`src/rtl/irq_flag_pkg.sv`:
```
// Shared constants for the interrupt flag controller.
// Assumes three sources, ordered periodic, alarm, update from MSB to LSB.
package irq_flag_pkg;
    localparam int NSRC     = 3;
    localparam int STAT_W   = 8;
    localparam int SRC_PER  = 2;
    localparam int SRC_ALM  = 1;
    localparam int SRC_UPD  = 0;
    localparam int CB_SET   = 7;
    localparam int CB_EN_LO = 4;
    localparam int CB_SQWE  = 3;
    localparam int CB_GP_W  = 3;
endpackage

```
`src/rtl/irq_flag_cell.sv`:
```
// One interrupt source: a sticky flag plus a pending bit that parks events
// arriving during a status read. Assumes hold_i and clear_i are never both 1.
module irq_flag_cell (
    input  logic clk,
    input  logic rst_n,
    input  logic ev_i,
    input  logic hold_i,
    input  logic clear_i,
    output logic flag_o
);
    logic flag_q;
    logic pend_q;

    // Flag and pending update: freeze during read, clear after, then merge.
    always_ff @(posedge clk) begin
        if (!rst_n) begin
            flag_q <= 1'b0;
            pend_q <= 1'b0;
        end else if (hold_i) begin
            pend_q <= pend_q | ev_i;
        end else if (clear_i) begin
            flag_q <= 1'b0;
            pend_q <= pend_q | ev_i;
        end else begin
            flag_q <= flag_q | ev_i | pend_q;
            pend_q <= 1'b0;
        end
    end

    assign flag_o = flag_q;

    p_set_on_event_r2: assert property (@(posedge clk) disable iff (!rst_n)
        (ev_i && !hold_i && !clear_i) |=> flag_q);
    p_frozen_in_read_r5: assert property (@(posedge clk) disable iff (!rst_n)
        hold_i |=> $stable(flag_q));
    p_cleared_after_read_r6: assert property (@(posedge clk) disable iff (!rst_n)
        clear_i |=> !flag_q);
    p_pending_posted_r7: assert property (@(posedge clk) disable iff (!rst_n)
        (pend_q && !hold_i && !clear_i) |=> flag_q);
endmodule

```
`src/rtl/irq_ctrl_reg.sv`:
```
// Control byte holding freeze, per-source enables, square-wave enable and
// general bits. Reset clears only the enable bits; freeze and general bits
// keep their value. A write with freeze set forces the update enable to 0.
module irq_ctrl_reg
    import irq_flag_pkg::*;
(
    input  logic              clk,
    input  logic              rst_n,
    input  logic              we_i,
    input  logic [STAT_W-1:0] wdata_i,
    output logic [STAT_W-1:0] ctrl_o,
    output logic [NSRC-1:0]   en_eff_o
);
    logic              set_q;
    logic [NSRC-1:0]   en_q;
    logic              sqwe_q;
    logic [CB_GP_W-1:0] gp_q;

    // Resettable enables; a freeze write suppresses the update enable.
    always_ff @(posedge clk) begin
        if (!rst_n) begin
            en_q   <= '0;
            sqwe_q <= 1'b0;
        end else if (we_i) begin
            en_q   <= wdata_i[CB_EN_LO +: NSRC] &
                      ~(NSRC'(wdata_i[CB_SET]) << SRC_UPD);
            sqwe_q <= wdata_i[CB_SQWE];
        end
    end

    // Bits untouched by reset: freeze and general-purpose bits.
    always_ff @(posedge clk) begin
        if (we_i && rst_n) begin
            set_q <= wdata_i[CB_SET];
            gp_q  <= wdata_i[CB_GP_W-1:0];
        end
    end

    assign ctrl_o   = {set_q, en_q, sqwe_q, gp_q};
    assign en_eff_o = en_q & ~(NSRC'(set_q) << SRC_UPD);

    p_freeze_kills_upd_r8: assert property (@(posedge clk) disable iff (!rst_n)
        (we_i && wdata_i[CB_SET]) |=> !en_q[SRC_UPD]);
    p_reset_enables_r9: assert property (@(posedge clk)
        !rst_n |=> (en_q == '0 && !sqwe_q));
endmodule

```
`src/rtl/irq_flag_ctrl.sv`:
```
// Interrupt flag and request controller top. Collects event pulses into
// clear-on-read flags, gates them with enables and drives the request.
// Assumes rd_strobe_i is a level held high for the whole status read.
module irq_flag_ctrl
    import irq_flag_pkg::*;
(
    input  logic              clk,
    input  logic              rst_n,
    input  logic              ev_periodic_i,
    input  logic              ev_alarm_i,
    input  logic              ev_update_i,
    input  logic              ctrl_we_i,
    input  logic [STAT_W-1:0] ctrl_wdata_i,
    input  logic              rd_strobe_i,
    output logic [STAT_W-1:0] status_o,
    output logic [STAT_W-1:0] ctrl_o,
    output logic              irq_drive_o
);
    localparam int LOW_W = STAT_W - 1 - NSRC;

    logic            rd_q;
    logic            rd_clear;
    logic [NSRC-1:0] ev_vec;
    logic [NSRC-1:0] flags;
    logic [NSRC-1:0] en_eff;
    logic            irqf;

    // Track the read strobe to find its falling edge.
    always_ff @(posedge clk) begin
        if (!rst_n) rd_q <= 1'b0;
        else        rd_q <= rd_strobe_i;
    end

    assign rd_clear = rd_q && !rd_strobe_i;
    assign ev_vec   = {ev_periodic_i, ev_alarm_i, ev_update_i};

    for (genvar i = 0; i < NSRC; i++) begin : g_src
        irq_flag_cell u_cell (
            .clk     (clk),
            .rst_n   (rst_n),
            .ev_i    (ev_vec[i]),
            .hold_i  (rd_strobe_i),
            .clear_i (rd_clear),
            .flag_o  (flags[i])
        );
    end

    irq_ctrl_reg u_ctrl (
        .clk      (clk),
        .rst_n    (rst_n),
        .we_i     (ctrl_we_i),
        .wdata_i  (ctrl_wdata_i),
        .ctrl_o   (ctrl_o),
        .en_eff_o (en_eff)
    );

    assign irqf        = |(flags & en_eff);
    assign irq_drive_o = irqf;
    assign status_o    = {irqf, flags, {LOW_W{1'b0}}};

    p_low_bits_zero_r1: assert property (@(posedge clk) disable iff (!rst_n)
        status_o[LOW_W-1:0] == '0);
    p_irq_needs_flag_r3: assert property (@(posedge clk) disable iff (!rst_n)
        irq_drive_o |-> (status_o[STAT_W-2 -: NSRC] != '0));
    p_irq_released_r9: assert property (@(posedge clk)
        !rst_n |=> !irq_drive_o);
endmodule

```
`config.mk`:
```
export PLATFORM = sky130hd
export DESIGN_NAME = irq_flag_ctrl
export DESIGN_NICKNAME = d
export VERILOG_FILES = /design/src/rtl/irq_flag_pkg.sv /design/src/rtl/irq_flag_cell.sv /design/src/rtl/irq_ctrl_reg.sv /design/src/rtl/irq_flag_ctrl.sv
export SDC_FILE = /design/constraint.sdc
export NUM_CORES = 1
export LEC_CHECK = 0
export ABC_AREA = 1
export ABC_CLOCK_PERIOD_IN_PS = 2700
export BUFFER_PORTS_ARGS = -buffer_cell sky130_fd_sc_hd__buf_2
export CAP_MARGIN = 20
export CORE_AREA = 2 2 46 48
export DETAILED_ROUTE_END_ITERATION = 12
export DIE_AREA = 0 0 48 50
export GPL_ROUTABILITY_DRIVEN = 0
export PLACE_DENSITY = 0.7
export SYNTH_ARGS = -nofsm -noshare
export SYNTH_HDL_FRONTEND = slang
export SYNTH_HIERARCHICAL = 1
export SYNTH_SLANG_ARGS = --single-unit
export TNS_END_PERCENT = 100
```
`constraint.sdc`:
```
create_clock -name clk -period 2.7 [get_ports clk]
set_clock_uncertainty 0.1 [all_clocks]
set_input_delay 0.81 -clock clk [delete_from_list [all_inputs] [get_ports clk]]
set_output_delay 0.81 -clock clk [all_outputs]
set_load 0.01 [all_outputs]
```
==> qor.yml <==
critical_path:
  critPathKind: "reg -> out"
  crit_fanout: 2
  crit_slowest_cell: "edfxtp_1"
  required_ps: 1790
  path_buf_inv: 1
  endpoint_kind: "output port"
  cpPeakStageDelay_ps: 390
  crit_family: "flip-flops"
  cp-start-kind: "register"
  crit_chain: "nor2_1 > nand2_1 > nand3_1 > buf_2"
  arrival_ps: 1040
logic_synthesis:
  yosysWarningCount: 6
  synth-seq-cells: 15
  seq_area_frac_synth_pct: 54.7
  avgSynthCellArea_um2: 8.29
  syn_inst: 75
  synth_area_um2: 622
  netlist-cell-type-count: 13
sta:
  hold_viol_final: 0
  layout_setup_ws_ps: 749
  finalSetupTns_ps: 0
  final-setup-viol-count: 0
  fmax_mhz: 512
  finalMaxSlewViolations: 0
  final.period_utilization_pct: 72.3
  rsz0062_at_grt: "no"
  period_needed_ps: 1950
final_layout:
  nFillCells: 207
  nNetsFinal: 116
  n_antenna_cell: 0
  drive_gt1_share_pct: 32.0
  area_growth_pct: 22.3
clocking:
  numCtsBuffers: 3
  cts.clk_slew.worst_paths_ps: 80
  cts_setup_buffers: 0
  tritoncts: "yes"
  insertion_delay_ps: 270
  cts_max_level: 1
  cts_hold_buffers: 0
  cts.sinks: 15
  cts_buffer_depth: 2
  cts_root_buf: "clkbuf_4"
  ctsResizeCount: 0
power_and_ir_drop:
  net-switching-power_uw: 106
  p_per_area_nw_per_um2: 570
  peakVddDrop_mv: 0.276
  intPower_uw: 328
  p_comb_share_pct: 13.7
  seqPwrFrac_pct: 58.5
  leakage_nw: 0.379
  power.total_uw: 434
  swShare_pct: 24.4
  clkPwrFrac_pct: 27.8
detailed_routing:
  drtIter0Drc: 1
  first_pass_iters: 3
  wl_per_cell_um: 9.20
  viasPerCell: 4.05
  dr_total_vias: 514
  wirelength_um: 1170
  ant_nets: 0
  drc_errors: 0
floorplanning:
  die_w_um: 48
  ios: 32
  dieArea_um2: 2400
  row_count: 16
  coreArea_um2: 1900
  initial_core_util_pct: 32.7
  fp.dieH_um: 50
job:
  cap_violations: 0
grt:
  grt_max_degree: 13
  antenna_found_initial: 0
  grt_pass1_vias: 434
  track_usage_pct: 10.8
  grt_pass1_wl_um: 1780
  overflow: 0
worst_hold_path:
  hold_path_class: "reg -> reg"
outcome:
  status: "complete, no violations"
place:
  dp_slack_ps: 1000
  place_hpwl_um: 920
  port_buffers: 27
worst min-delay path: stages, from the launching register on:
cell	delay (ps)
dfxtp_1	310
nor2_1	80
nor2_1	50
path summary, 6_finish.rpt:
check | from | to | slack (ps) | cells past startpoint
worst max-delay path | u_ctrl/set_q | irq_drive_o | 750 | 4
worst min-delay path | g_src[2].u_cell/pend_q | g_src[2].u_cell/pend_q | 380 | 2
worst max register to register | rd_q | g_src[1].u_cell/flag_o | 1660 | 5
worst min register to register | g_src[2].u_cell/pend_q | g_src[2].u_cell/pend_q | 380 | 2
state kept, by name, indices dropped and copies added (netlist names):
name and cells:
u_ctrl/en_q 3, rd_q 1, u_ctrl/set_q 1, g_src.u_cell/pend_q 3
u_ctrl/sqwe_q 1, u_ctrl/gp_q 3, g_src.u_cell/flag_o 3
power by group through the flow:
stage          clock, mW  combinational [mW]  sequential, mW
2_1_floorplan          0              0.0355           0.262
3_3_place_gp           0              0.0583           0.258
3_5_place_dp           0              0.0595           0.259
4_1_cts            0.126              0.0598           0.254
5_1_grt            0.137              0.0679           0.256
6_report           0.121              0.0593           0.254
cell families (layout without fill, tap and decap cells):
group                  count (synthesis)  after routing  synth area share (%)
AOI/OAI and AO/OA                     11             11                  9.46
buffers and inverters                 15             37                  14.5
DFF                                   15             15                  54.7
other                                  1              4                 0.603
and+or+nand+nor                       33             33                  20.7
area by class of cell:
type	count	area [µm²]	share of cell area, %
Inverter	6	22.5	2.96
Timing Repair Buffer	27	135	17.8
Clock buffer	4	26.3	3.45
Tap cell	27	33.8	4.44
Sequential cell	15	340	44.7
Multi-Input combinational cell	48	203	26.6
routing by layer:
| metal | track usage (%) | share of wire [%] |
|---|---|---|
| met5 | 0 | 0 |
| met4 | 8.11 | 1.8 |
| met3 | 3.30 | 6.3 |
| met2 | 14.0 | 43 |
| met1 | 14.5 | 49 |
cells in the final DEF (no fill, tap or decap):
master / synthesis / final
o21ai_0: 6 / 6
nand2_1: 11 / 11
dfxtp_1: 11 / 11
a21oi_2: 1 / 1
o21ai_1: 4 / 4
buf_2: 0 / 27
edfxtp_1: 4 / 4
nor3_1: 3 / 3
inv_2: 1 / 1
clkbuf_1: 0 / 1
conb_1: 1 / 4
nor2_1: 18 / 18
inv_1: 5 / 5
nand3_1: 1 / 1
clkbuf_4: 0 / 3
Yosys cell counts:
| cell type | count | share of area, % |
|---|---|---|
| o21ai_1 | 4 | 3.2 |
| inv_2 | 1 | 0.60 |
| dfxtp_1 | 11 | 35 |
| nand2_1 | 11 | 6.6 |
| buf_4 | 9 | 11 |
| edfxtp_1 | 4 | 19 |
| inv_1 | 5 | 3.0 |
| conb_1 | 1 | 0.60 |
| nand3_1 | 1 | 0.80 |
| o21ai_0 | 6 | 4.8 |
| nor2_1 | 18 | 11 |
| nor3_1 | 3 | 2.4 |
| a21oi_2 | 1 | 1.4 |
stage by stage:
stage	cell area, µm²	utilization (%)	hold slack [ps]	cells
2_1_floorplan	633	-	349	78
6_report	761	40.0	379	127
3_3_place_gp	734	38.6	358	123
3_5_place_dp	734	38.6	369	123
4_1_cts	761	40.0	381	127
5_1_grt	761	40.0	397	127
Note: power is estimated with default switching activity, not from simulation.
